===== config.mk =====
export PLATFORM = sky130hd
export DESIGN_NAME = panel_pwrseq
export DESIGN_NICKNAME = d
export VERILOG_FILES = /design/src/rtl/pwrseq_pkg.sv /design/src/rtl/pwrseq_vsync_edge.sv /design/src/rtl/pwrseq_fsm.sv /design/src/rtl/pwrseq_vcount.sv /design/src/rtl/panel_pwrseq.sv
export SDC_FILE = /design/constraint.sdc
export NUM_CORES = 1
export LEC_CHECK = 0
export ABC_AREA = 1
export BUFFER_PORTS_ARGS = -buffer_cell sky130_fd_sc_hd__clkbuf_2
export CAP_MARGIN = 5
export CORE_MARGIN = 4
export CORE_UTILIZATION = 64
export DETAILED_ROUTE_END_ITERATION = 12
export PLACE_DENSITY = 0.84
export REMOVE_ABC_BUFFERS = 1
export SYNTH_ARGS = -nofsm -noshare
export SYNTH_HDL_FRONTEND = slang
export SYNTH_SLANG_ARGS = --single-unit

===== constraint.sdc =====
create_clock -name clk -period 3.7 [get_ports clk]
set_clock_uncertainty 0.05 [all_clocks]
set_input_delay 0 -clock clk [delete_from_list [all_inputs] [get_ports clk]]
set_output_delay 0 -clock clk [all_outputs]
set_load 0.03 [all_outputs]

===== src/rtl/pwrseq_pkg.sv =====
package pwrseq_pkg;

    typedef enum logic [1:0] {
        SEQ_IDLE   = 2'd0,
        SEQ_RESET  = 2'd1,
        SEQ_SETTLE = 2'd2,
        SEQ_ACTIVE = 2'd3
    } seq_state_e;

    localparam int unsigned NUM_ENABLES = 4;

endpackage


===== src/rtl/pwrseq_vsync_edge.sv =====
module pwrseq_vsync_edge #(
    parameter int unsigned STAGES = 2
) (
    input  logic clk,
    input  logic rst_n,
    input  logic vsync_n_i,
    output logic fall_o
);
    // chain_q[STAGES-1:0] synchronise; chain_q[STAGES] holds the prior value
    logic [STAGES:0] chain_d, chain_q;

    always_comb begin
        chain_d = {chain_q[STAGES-1:0], vsync_n_i};
    end

    always_ff @(posedge clk or negedge rst_n) begin
        if (!rst_n) chain_q <= '1;
        else        chain_q <= chain_d;
    end

    assign fall_o = chain_q[STAGES] & ~chain_q[STAGES-1];

    // a detected fall is never reported on two consecutive cycles
    p_single_fall_r4: assert property (@(posedge clk) disable iff (!rst_n)
        fall_o |=> !fall_o);

endmodule


===== src/rtl/pwrseq_fsm.sv =====
module pwrseq_fsm
    import pwrseq_pkg::*;
#(
    parameter int unsigned RST_CYCLES    = 32000,
    parameter int unsigned SETTLE_CYCLES = 400000
) (
    input  logic       clk,
    input  logic       rst_n,
    input  logic       go_i,
    output seq_state_e state_o
);
    localparam int unsigned TMAX = (RST_CYCLES > SETTLE_CYCLES) ? RST_CYCLES : SETTLE_CYCLES;
    localparam int unsigned TW   = (TMAX < 2) ? 1 : $clog2(TMAX + 1);
    localparam logic [TW-1:0] RST_LAST    = TW'(RST_CYCLES - 1);
    localparam logic [TW-1:0] SETTLE_LAST = TW'(SETTLE_CYCLES - 1);

    typedef struct packed {
        seq_state_e    st;
        logic [TW-1:0] tmr;
    } fsm_regs_t;

    fsm_regs_t regs_d, regs_q;

    always_comb begin
        regs_d = regs_q;
        if (!go_i) begin
            regs_d.st  = SEQ_IDLE;
            regs_d.tmr = '0;
        end else begin
            unique case (regs_q.st)
                SEQ_IDLE: begin
                    regs_d.st  = SEQ_RESET;
                    regs_d.tmr = '0;
                end
                SEQ_RESET: begin
                    if (regs_q.tmr == RST_LAST) begin
                        regs_d.st  = SEQ_SETTLE;
                        regs_d.tmr = '0;
                    end else begin
                        regs_d.tmr = regs_q.tmr + 1'b1;
                    end
                end
                SEQ_SETTLE: begin
                    if (regs_q.tmr == SETTLE_LAST) begin
                        regs_d.st  = SEQ_ACTIVE;
                        regs_d.tmr = '0;
                    end else begin
                        regs_d.tmr = regs_q.tmr + 1'b1;
                    end
                end
                default: begin
                    regs_d.tmr = '0;
                end
            endcase
        end
    end

    always_ff @(posedge clk or negedge rst_n) begin
        if (!rst_n) begin
            regs_q.st  <= SEQ_IDLE;
            regs_q.tmr <= '0;
        end else begin
            regs_q <= regs_d;
        end
    end

    assign state_o = regs_q.st;

    // the reset phase never jumps straight to counting
    p_reset_exit_r2: assert property (@(posedge clk) disable iff (!rst_n)
        (regs_q.st == SEQ_RESET) |=> (regs_q.st != SEQ_ACTIVE));

    // counting is only reached through the settle window
    p_active_entry_r3: assert property (@(posedge clk) disable iff (!rst_n)
        (regs_q.st == SEQ_ACTIVE && $past(regs_q.st) != SEQ_ACTIVE) |-> ($past(regs_q.st) == SEQ_SETTLE));

    // an abort always lands in idle
    p_abort_idle_r10: assert property (@(posedge clk) disable iff (!rst_n)
        !go_i |=> (regs_q.st == SEQ_IDLE));

endmodule


===== src/rtl/pwrseq_vcount.sv =====
module pwrseq_vcount #(
    parameter int unsigned CNT_MAX = 11,
    localparam int unsigned CW     = $clog2(CNT_MAX + 1)
) (
    input  logic          clk,
    input  logic          rst_n,
    input  logic          clear_i,
    input  logic          step_i,
    output logic [CW-1:0] count_o
);
    localparam logic [CW-1:0] TOP = CW'(CNT_MAX);

    logic [CW-1:0] cnt_d, cnt_q;

    always_comb begin
        cnt_d = cnt_q;
        if (clear_i)                    cnt_d = '0;
        else if (step_i && cnt_q < TOP) cnt_d = cnt_q + 1'b1;
    end

    always_ff @(posedge clk or negedge rst_n) begin
        if (!rst_n) cnt_q <= '0;
        else        cnt_q <= cnt_d;
    end

    assign count_o = cnt_q;

    // the count advances by at most one per cycle
    p_count_step_r4: assert property (@(posedge clk) disable iff (!rst_n)
        !clear_i |=> (cnt_q == $past(cnt_q) || cnt_q == $past(cnt_q) + 1'b1));

    // the count saturates at the last threshold
    p_count_sat_r8: assert property (@(posedge clk) disable iff (!rst_n)
        cnt_q <= TOP);

endmodule


===== src/rtl/panel_pwrseq.sv =====
module panel_pwrseq
    import pwrseq_pkg::*;
#(
    parameter int unsigned RST_CYCLES    = 32000,
    parameter int unsigned SETTLE_CYCLES = 400000,
    parameter int unsigned SYNC_STAGES   = 2,
    parameter int unsigned VS_ANA        = 2,
    parameter int unsigned VS_CP         = 3,
    parameter int unsigned VS_PANEL      = 9,
    parameter int unsigned VS_PWM        = 11
) (
    input  logic clk,
    input  logic rst_n,
    input  logic pwr_good_i,
    input  logic sleep_i,
    input  logic vsync_n_i,
    output logic panel_rst_n_o,
    output logic ana_en_o,
    output logic cp_clk_en_o,
    output logic panel_out_en_o,
    output logic pwm_en_o,
    output logic seq_done_o
);
    localparam int unsigned CW = $clog2(VS_PWM + 1);
    localparam int unsigned THRESH [NUM_ENABLES] = '{VS_ANA, VS_CP, VS_PANEL, VS_PWM};

    seq_state_e          state;
    logic                go;
    logic                vs_fall;
    logic [CW-1:0]       vs_count;
    logic [NUM_ENABLES-1:0] en;

    assign go = pwr_good_i & ~sleep_i;

    pwrseq_vsync_edge #(.STAGES(SYNC_STAGES)) u_vsync_edge (
        .clk       (clk),
        .rst_n     (rst_n),
        .vsync_n_i (vsync_n_i),
        .fall_o    (vs_fall)
    );

    pwrseq_fsm #(
        .RST_CYCLES    (RST_CYCLES),
        .SETTLE_CYCLES (SETTLE_CYCLES)
    ) u_fsm (
        .clk     (clk),
        .rst_n   (rst_n),
        .go_i    (go),
        .state_o (state)
    );

    pwrseq_vcount #(.CNT_MAX(VS_PWM)) u_vcount (
        .clk     (clk),
        .rst_n   (rst_n),
        .clear_i (!go || state != SEQ_ACTIVE),
        .step_i  (vs_fall),
        .count_o (vs_count)
    );

    for (genvar g = 0; g < NUM_ENABLES; g++) begin : g_en
        assign en[g] = (vs_count >= CW'(THRESH[g]));
    end

    assign panel_rst_n_o  = (state == SEQ_SETTLE) || (state == SEQ_ACTIVE);
    assign ana_en_o       = en[0];
    assign cp_clk_en_o    = en[1];
    assign panel_out_en_o = en[2];
    assign pwm_en_o       = en[3];
    assign seq_done_o     = (vs_count == CW'(VS_PWM));

    // no subsystem is enabled while the panel is held in reset
    p_enable_after_release_r3: assert property (@(posedge clk) disable iff (!rst_n)
        ana_en_o |-> panel_rst_n_o);

    // charge pump clock never runs without the analog supply
    p_cp_order_r6: assert property (@(posedge clk) disable iff (!rst_n)
        cp_clk_en_o |-> ana_en_o);

    // panel outputs follow the charge pump
    p_panel_order_r7: assert property (@(posedge clk) disable iff (!rst_n)
        panel_out_en_o |-> cp_clk_en_o);

    // the PWM is the last to come up
    p_pwm_order_r8: assert property (@(posedge clk) disable iff (!rst_n)
        pwm_en_o |-> panel_out_en_o);

    // done means every enable is on
    p_done_all_r9: assert property (@(posedge clk) disable iff (!rst_n)
        seq_done_o |-> (&en));

    // abort clears everything on the following cycle
    p_abort_clear_r10: assert property (@(posedge clk) disable iff (!rst_n)
        !go |=> (!panel_rst_n_o && en == '0 && !seq_done_o));

endmodule


==> results of run 1 <==
==> worst max-delay path: stages (launching register included) <==
cell     delay, ns
dfrtp_1       0.41
ha_1          0.26
nand3_4       0.12
nor2_4        0.18
nand2_1       0.15
nor2_1        0.16
xor2_1        0.18
nor2_1        0.06
==> power breakdown <==
part           internal [W]  total (W)  switching [W]
clock network      0.000110   0.000199      0.0000898
logic             0.0000123  0.0000366      0.0000243
registers          0.000311   0.000314     0.00000298
total              0.000433   0.000550       0.000117
==> layer usage <==
| metal | GRT usage, % | part of all wire, % |
|---|---|---|
| met1 | 23.00 | 44 |
| met2 | 36.84 | 51 |
| met3 | 2.193 | 3.7 |
| met4 | 9.272 | 1.5 |
| met5 | 0 | 0 |
==> sequential cells by signal, indices dropped and copies added, names as in the netlist <==
name / count
u_fsm.regs_q: 19
u_vcount.count_o: 4
u_vsync_edge.chain_q: 3
u_fsm.state_o: 2
==> per-stage QoR <==
step | utilization (%) | instance area, um^2
finish | 73.24 | 1798
global route | 73.24 | 1798
CTS | 73.24 | 1798
detailed placement | 69.47 | 1705
global placement | 69.47 | 1705
floorplan | - | 1618
==> cells in the mapped netlist (2+ instances only) <==
library cell / n / area, um^2
nand2_2: 4 / 25.02
a21oi_1: 4 / 20.02
o21ai_0: 3 / 15.01
nand4_1: 9 / 56.30
dfstp_2: 3 / 78.83
dfrtp_1: 25 / 625.6
nor2_2: 2 / 12.51
ha_1: 9 / 112.6
nand3_1: 8 / 40.04
nor2_1: 49 / 183.9
xnor2_1: 4 / 35.03
xor2_1: 11 / 96.34
nor3_1: 6 / 30.03
inv_1: 32 / 120.1
nand2_1: 29 / 108.9
==> logic make-up after synthesis <==
kind of cell,count (synthesis)
AOI/OAI and AO/OA,8
xor gates and xnor gates,15
adders and majority gates,9
buffers and inverters,33
DFF,28
and+or+nand+nor,111
==> final timing paths <==
path | to | cells after the start | slack (ns) | start
setup / recovery | u_fsm.regs_q[18] | 7 | 2.02 | u_fsm.regs_q[0]
hold / removal | u_fsm.state_o[1] | 6 | 0.1 | sleep_i
setup reg to reg | u_fsm.regs_q[18] | 7 | 2.02 | u_fsm.regs_q[0]
hold reg to reg | u_vsync_edge.chain_q[1] | 0 | 0.33 | u_vsync_edge.chain_q[0]
max in group asynchronous | u_fsm.regs_q[15] | 2 | 3.01 | rst_n
min in group asynchronous | u_fsm.regs_q[2] | 2 | 0.16 | rst_n
==> cell type report <==
class / count / area, um^2 / area share [%]
Sequential cell: 28 / 704.4 / 39.18
Timing Repair Buffer: 14 / 90.09 / 5.010
Clock inverter: 1 / 30.03 / 1.670
Tap cell: 30 / 37.54 / 2.088
Multi-Input combinational cell: 143 / 793.3 / 44.12
Inverter: 32 / 120.1 / 6.681
Clock buffer: 3 / 22.52 / 1.253
==> what timing repair did <==
| item | in CTS | in global routing |
|---|---|---|
| endpoints found under the setup margin | 0 | 0 |
| buffers inserted | 0 | 0 |
| hold buffers | 4 | 0 |
| hold endpoints to repair | 27 | 0 |
==> flow_summary.json, run 1 <==
{
  "viasPerCell": 5.271,
  "ant_nets": 0,
  "crit_fanout": 5,
  "place_ws_ns": 2.069,
  "port_buffers": 10,
  "final_cell_mix": "49 x nor2_1, 32 x inv_1, 29 x nand2_1",
  "syn_area_per_cell_um2": 7.986,
  "grt_pass1_wl_um": 5313,
  "drive_gt1_share_pct": 12.22,
  "arrival_ns": 1.86,
  "clkSinkCount": 28,
  "async_flop_share_pct": 100.0,
  "antenna_cells": 0,
  "criticalPathCategory": "flip-flop to flip-flop",
  "synth_cell_types": 21,
  "die_h_um": 58.45,
  "maxCapViolCount": 0,
  "drc_errors": 0,
  "cts_buffer_depth": 2,
  "irDropWorstVdd_uv": 242.9,
  "report.final.slew_viol_count": 0,
  "synth_edf_count": 0,
  "pwr_density_cell_mw_per_mm2": 306.0,
  "h-tree-depth": 1,
  "dp_cells": 243,
  "setup-tns-final_ns": 0,
  "ios": 11,
  "rsz0062_at_grt": "false",
  "root_buffer": "clkbuf_4",
  "nets": 236,
  "relSlewSlack_pct": 55.52,
  "grt_overflow_total": 0,
  "ys_seq_area_share_pct": 43.24,
  "antenna_found_initial": 0,
  "crit_required_ns": 3.87,
  "syn_to_final_growth_pct": 10.37,
  "worst_hold_slack_ns": 0.09702,
  "status": "complete, no violations",
  "synth_ff_type": "dfrtp_1",
  "synth_top_family_by_area": "simple AND/OR/NAND/NOR gates",
  "synth_xor_xnor_area_share_pct": 8.065,
  "ys_ff_latch": 28,
  "drt_wl_total_um": 3015,
  "ctsResizeCount": 0,
  "tightest_slew_ns": 0.6672,
  "fmax_mhz": 593.9,
  "finalCritPeriodShare_pct": 45.51,
  "die_area_mm2": 0.003416,
  "period_minus_slack_ns": 1.684,
  "hold_violations": 0,
  "total_leakage_power_nw": 0.8408,
  "setup_viol": 0,
  "clk_latency_ns": 0.33,
  "endpoint_kind": "flip-flop",
  "start_util_pct": 66.36,
  "worstSetupStartpointType": "flip-flop",
  "ys_warn_count": 0,
  "final_common_cell": "nor2_1",
  "total_power_w": 0.0005502,
  "grt_max_degree": 29,
  "synthMuxAreaShare_pct": 0,
  "finalNonFillerCells": 251,
  "hpwl_um": 2196,
  "gp_congestion": 0.8808,
  "min_path_type": "primary input to flip-flop",
  "routed_wire_length_per_instance_um": 12.01,
  "fillCellCount": 181,
  "num_rows": 18,
  "grt_usage_pct": 20.02,
  "core_region_area_mm2": 0.002455,
  "postSynthCellCount": 204,
  "via_count": 1323,
  "synthSimpleGateAreaFrac_pct": 31.11,
  "clk_pin_slew_ns": 0.15,
  "synth-adder-area-share_pct": 6.912,
  "first_global_vias": 1302,
  "die_w_um": 58.45,
  "synth_compound_area_share_pct": 2.611,
  "cts_tree": "built",
  "setup_ws_ns": 2.016,
  "netlist_area_mm2": 0.001629,
  "firstDrtPassIters": 4,
  "cts-buffers-inserted": 3,
  "drt_iter0_markers": 54
}
No activity file was read; power rests on OpenSTA's default activity.
==> run 2, diff against run 1 <==
- ABC_AREA: 1 -> 0
- CORE_ASPECT_RATIO: not set -> 0.5
- CORE_UTILIZATION: 64 -> 53
- PLACE_DENSITY: 0.84 -> 0.74
- clock period: 3.7 -> 1.5 ns (I/O delays scaled with it)
==> run 2 against run 1 <==
The run now ends with setup timing left. Die area increased by 13%. Worst hold slack improved by 0.0047 ns. Core utilization increased by 7.6 points. Highest routed layer unchanged. Combinational power increased to 3.7 times the previous value. Via count increased by 8.5%. Global-route usage increased by 1.8 points. Total power increased to 2.7 times the previous value.
==> flow_summary.json, run 2 <==
{
  "firstDrtPassIters": 4,
  "die_w_um": 83.80,
  "syn_area_per_cell_um2": 10.08,
  "synth_ff_type": "dfrtp_1",
  "status": "complete, but fails checks",
  "synth_common_cells": "26 x nor2_1, 25 x dfrtp_1, 11 x nand3_1, 11 x xor2_1, 10 x nand2_1",
  "rrSetupSlack_ns": -0.59,
  "min_path_type": "primary input to flip-flop",
  "viasPerCell": 5.909,
  "hpwl_um": 2385,
  "postSynthCellCount": 151,
  "crit_required_ns": 1.61,
  "worstSetupStartpointType": "flip-flop",
  "crit_fanout": 9,
  "hold_violations": 0,
  "synth_cell_types": 35,
  "use_met1_pct": 25.08,
  "routed_wire_length_per_instance_um": 19.86,
  "cp_cell_sequence": "or3_1 > or3_4 > o31ai_4 > a21o_1 > buf_4 > nor2_1",
  "criticalPathCategory": "flip-flop to flip-flop",
  "power.switching_w": 0.0003173,
  "synth_area_leaders": "dfrtp_1 41%, ha_1 7.4%, nor2_1 6.4%, xor2_1 6.3%, dfstp_2 5.2%",
  "critPathMaxStageDelay_ns": 0.39,
  "syn_to_final_growth_pct": 41.58,
  "endpoint_kind": "flip-flop",
  "drt_wl_total_um": 4826,
  "final_cell_mix": "35 x buf_4, 25 x nor2_1, 25 x dfrtp_1",
  "ys_warn_count": 0,
  "nets": 221,
  "cp_slowest_cell": "dfrtp_1",
  "grt_usage_pct": 21.83,
  "antenna_cells": 0,
  "core_region_area_mm2": 0.002668,
  "drt_iter0_markers": 94,
  "tightest_slew_ns": 0.6992,
  "worst_hold_slack_ns": 0.1017,
  "die_area_mm2": 0.003846,
  "period_minus_slack_ns": 2.095,
  "cts_tree": "built",
  "ys_ff_latch": 28,
  "setup_viol": 25,
  "irDropWorstVdd_uv": 597.4,
  "synth_edf_count": 0,
  "maxCapViolCount": 0,
  "clkPwrFrac_pct": 39.7,
  "grt_overflow_total": 0,
  "met2_usage_pct": 43.60,
  "pwr_density_cell_mw_per_mm2": 698.7,
  "root_buffer": "clkbuf_8",
  "grt_max_degree": 29,
  "p_int_w": 0.001189,
  "grt_use_met3_pct": 4.332,
  "via_count": 1436,
  "setup-tns-final_ns": -11.83,
  "rsz0062_at_grt": "true",
  "rr_startpoint": "u_fsm.regs_q[16]",
  "swShare_pct": 21.07,
  "antenna_found_initial": 0,
  "total_leakage_power_nw": 0.9541,
  "grt_pass1_wl_um": 6375,
  "die_h_um": 45.90,
  "total_power_w": 0.001506,
  "grt-busiest-layer": "met2",
  "netlist_area_mm2": 0.001523,
  "min_from": "pwr_good_i",
  "clk_pin_slew_ns": 0.11,
  "place_ws_ns": -0.5940,
  "final_common_cell": "buf_4",
  "relSlewSlack_pct": 53.38,
  "synth.largest_area_cell": "dfrtp_1",
  "drive_gt1_share_pct": 39.81,
  "finalCritPeriodShare_pct": 139.7,
  "power_frac_comb_pct": 9.1,
  "cts-buffers-inserted": 3,
  "clkSinkCount": 28,
  "start_util_pct": 57.08,
  "violations": "setup timing",
  "synth_top_cell_area_share_pct": 41.08,
  "clk_latency_ns": 0.28,
  "cts_buffer_depth": 2,
  "largest_register_ffs": 19,
  "port_buffers": 10,
  "gp_congestion": 0.8385,
  "power_frac_seq_pct": 51.1,
  "h-tree-depth": 1,
  "drc_errors": 0,
  "async_flop_share_pct": 100.0,
  "top_register": "u_fsm.regs_q",
  "final_cell_area_mm2": 0.002156,
  "fmax_mhz": 477.4,
  "ant_nets": 0,
  "setup_ws_ns": -0.5949,
  "cp-startpoint": "u_fsm.regs_q[16]",
  "num_rows": 13,
  "first_global_vias": 1343,
  "ios": 11,
  "yosysMostFrequentCell": "nor2_1",
  "dpl_cell_area_mm2": 0.001839,
  "report.final.slew_viol_count": 0,
  "ys_seq_area_share_pct": 46.26,
  "arrival_ns": 2.20
}
==> run 2: cell count changes after synthesis, sizes merged, moves of 3 or more <==
cell   before  now
nor4        0    3
or3         0    3
nor2       52   26
xnor2       4    7
nand2      34   10
a21oi       4    0
nand4       9    2
inv        32    9
and3        0    4
nor3        6    2
==> run 2: critical path, delay by kind of cell (launching register included) <==
kind	cells	cell delay, ns
and+or+nand+nor	3	0.85
DFF	1	0.39
AOI/OAI and AO/OA	2	0.50
buffers and inverters	1	0.18
==> run 2: power groups by stage <==
stage	sequential [W]	combinational (W)	clock (W)
floorplan	0.000784	0.0000417	0
global placement	0.000784	0.0000777	0
detailed placement	0.000785	0.0000836	0
CTS	0.000770	0.000112	0.000607
global route	0.000771	0.000145	0.000630
finish	0.000770	0.000137	0.000599
==> run 2: routing by layer <==
metal	part of all wire [%]	up-vias
li1	-	620
met1	38	708
met2	49	83
met3	7.7	25
met4	4.9	0
met5	0	-
==> run 2: path summary, 6_finish.rpt <==
kind,cells after the start,to
max,6,u_fsm.regs_q[2]
max reg2reg,6,u_fsm.regs_q[2]
min reg2reg,0,u_vsync_edge.chain_q[2]
min,4,u_fsm.state_o[1]
max in group asynchronous,2,u_fsm.regs_q[13]
min in group asynchronous,2,u_fsm.regs_q[6]
==> run 2: final cells by class <==
type | count | area, um^2
multi-input cells | 111 | 860.8
flip-flops and latches | 28 | 704.4
fillers | 138 | 511.7
repair buffers | 54 | 436.7
well taps | 37 | 46.29
clock buffers | 3 | 41.29
inverters | 9 | 36.28
clock inverters | 1 | 30.03
==> run 2: stage by stage <==
step	instances	util (%)
after global placement	229	68.95
after CTS	240	76.92
after global routing	243	80.82
after floorplan	148	-
final	243	80.82
after detailed placement	229	68.95
==> run 2: repair_timing <==
item	4_1_cts	5_1_grt
endpoints found under the setup margin	26	30
hold endpoints to repair	27	0
resized for setup	23	22
hold buffers	3	0
buffers inserted	5	3
pin swaps	3	5
==> run 2: logic make-up (layout without fill, tap and decap cells) <==
kind of cell,count (synthesis),in the layout,synth area share (%)
DFF,28,28,46.26
AOI/OAI and AO/OA,13,13,7.642
muxes,2,2,1.315
xor gates and xnor gates,18,18,10.35
and+or+nand+nor,69,69,22.52
adders and majority gates,9,9,7.395
buffers and inverters,12,67,4.519
==> run 3, diff against run 2 <==
- TNS_END_PERCENT: not set -> 50
==> run 3 against run 2 <==
The flow still finishes with violations (setup timing). Register-to-register slack gained 0.09 ns. Sequential cell count is the same. Core utilization is 4.4 points lower. Global-route usage fell by 2.3 points. First-iteration DRC count is 50% lower. Non-clock buffer count decreased by 5. Combinational power is 18% lower. Maximum frequency is 4.4% higher. Worst setup slack gained 0.087 ns. Critical path type unchanged.
==> flow_summary.json, run 3 (synthesized netlist as in run 2, its figures left out) <==
{
  "status": "complete, but fails checks",
  "violations": "setup timing",
  "antenna_cells": 0,
  "fmax_mhz": 498.2,
  "viasPerCell": 5.408,
  "endpoint_kind": "flip-flop",
  "worstSetupStartpointType": "flip-flop",
  "first_global_vias": 1324,
  "via_count": 1287,
  "grt_max_degree": 29,
  "gp_congestion": 0.8385,
  "crit_buf_inv": 1,
  "ant_nets": 0,
  "firstDrtPassIters": 4,
  "critical_path.top_delay_family": "simple AND/OR/NAND/NOR gates",
  "clk_latency_ns": 0.28,
  "dp_cells": 229,
  "crit_fanout": 9,
  "hold_violations": 0,
  "cts_tree": "built",
  "clkPwrFrac_pct": 40.2,
  "final_cell_mix": "35 x buf_4, 26 x nor2_1, 25 x dfrtp_1",
  "routed_wire_length_per_instance_um": 14.64,
  "setup_ws_ns": -0.5074,
  "largest_register_ffs": 19,
  "hpwl_um": 2385,
  "period_minus_slack_ns": 2.007,
  "core_region_area_mm2": 0.002668,
  "worst_hold_slack_ns": 0.07727,
  "cp_slowest_cell": "dfrtp_1",
  "start_util_pct": 57.08,
  "min_path_type": "primary input to flip-flop",
  "grt_pass1_wl_um": 5782,
  "report.final.slew_viol_count": 0,
  "final_common_cell": "buf_4",
  "clk_pin_slew_ns": 0.10,
  "drt_iter0_markers": 47,
  "rrSetupSlack_ns": -0.51,
  "total_leakage_power_nw": 0.9132,
  "port_buffers": 10,
  "cp_cell_sequence": "or3_1 > or3_4 > o41ai_4 > a21o_1 > buf_4 > nor2_1",
  "power_frac_seq_pct": 52.2,
  "num_rows": 13,
  "setup_viol": 23,
  "tightest_slew_ns": 0.6882,
  "criticalPathCategory": "flip-flop to flip-flop",
  "relSlewSlack_pct": 54.12,
  "drive_gt1_share_pct": 34.33,
  "swShare_pct": 20.31,
  "maxCapViolCount": 0,
  "irDropWorstVdd_uv": 500.1,
  "clkSinkCount": 28,
  "root_buffer": "clkbuf_8",
  "die_w_um": 83.80,
  "finalCritPeriodShare_pct": 133.8,
  "syn_to_final_growth_pct": 33.94,
  "die_area_mm2": 0.003846,
  "critPathMaxStageDelay_ns": 0.39,
  "die_h_um": 45.90,
  "ios": 11,
  "drt_wl_total_um": 3484,
  "antenna_found_initial": 0,
  "crit_required_ns": 1.62,
  "p_int_w": 0.001177,
  "fin_util_pct": 76.45,
  "grt_usage_pct": 19.56,
  "pwr_density_cell_mw_per_mm2": 724.1,
  "cts-buffers-inserted": 3,
  "nets": 216,
  "finalNonFillerCells": 238,
  "drc_errors": 0,
  "grt_overflow_total": 0,
  "power.switching_w": 0.0002999,
  "arrival_ns": 2.13,
  "cts_buffer_depth": 2,
  "rsz0062_at_grt": "true",
  "top_register": "u_fsm.regs_q",
  "power_frac_comb_pct": 7.6,
  "h-tree-depth": 1
}
run 3: cell count changes in the layout (fill, tap and decap cells not counted), sizes merged:
cell  change
buf       -5
run 3: worst paths after layout:
check                                   startpoint                      end  cells after the start
hold reg to reg            u_vsync_edge.chain_q[1]  u_vsync_edge.chain_q[2]                      0
setup reg to reg                  u_fsm.regs_q[16]          u_fsm.regs_q[8]                      6
min in group asynchronous                    rst_n          u_fsm.regs_q[4]                      2
hold / removal                          pwr_good_i         u_fsm.state_o[1]                      4
setup / recovery                  u_fsm.regs_q[16]          u_fsm.regs_q[8]                      6
max in group asynchronous                    rst_n         u_fsm.regs_q[16]                      2
run 3: final cells by class:
cell class,instances,area (um^2)
repair buffers,49,376.6
well taps,37,46.29
inverters,9,33.78
clock buffers,3,41.29
flip-flops and latches,28,704.4
clock inverters,1,30.03
fillers,177,628.1
multi-input cells,111,807.0
run 3: tightest hold or removal path, stage by stage:
cell and delay [ns]:
clkbuf_2 0.08, nor2b_1 0.16, nand2_1 0.07, mux2i_1 0.06
run 3: metrics by stage:
step	TNS [ns]	total power (W)	area, um^2	setup WS [ns]
2_1_floorplan	-12.50	0.0008258	1488	-0.6343
3_3_place_gp	-10.50	0.0008619	1839	-0.5179
3_5_place_dp	-11.94	0.0008688	1839	-0.5940
4_1_cts	-9.464	0.001475	1987	-0.4723
5_1_grt	-12.21	0.001536	2039	-0.5906
6_report	-10.23	0.001477	2039	-0.5074
run 3: timing repair:
action / 4_1_cts / 5_1_grt
endpoints found under the hold margin: 27 / 0
hold buffers: 3 / 0
endpoints found under the setup margin: 26 / 30
pin swaps: 5 / 2
gates resized for setup: 13 / 15
buffers inserted: 0 / 2
run 3: routing by layer:
metal  track usage [%]  vias up  share of wire, %
met5                 0        -                 0
met4             5.449        0               1.8
met3             4.874       10               5.1
met2             39.18       39                51
met1             21.40      627                42
li1                  -      611                 -
run 3: power by group through the flow:
stage                     clock network (W)  registers (W)   logic, W
final                              0.000594       0.000771   0.000112
after global routing               0.000641       0.000773   0.000122
after CTS                          0.000607       0.000771  0.0000969
after detailed placement                  0       0.000785  0.0000836
after global placement                    0       0.000784  0.0000777
after floorplan                           0       0.000784  0.0000417
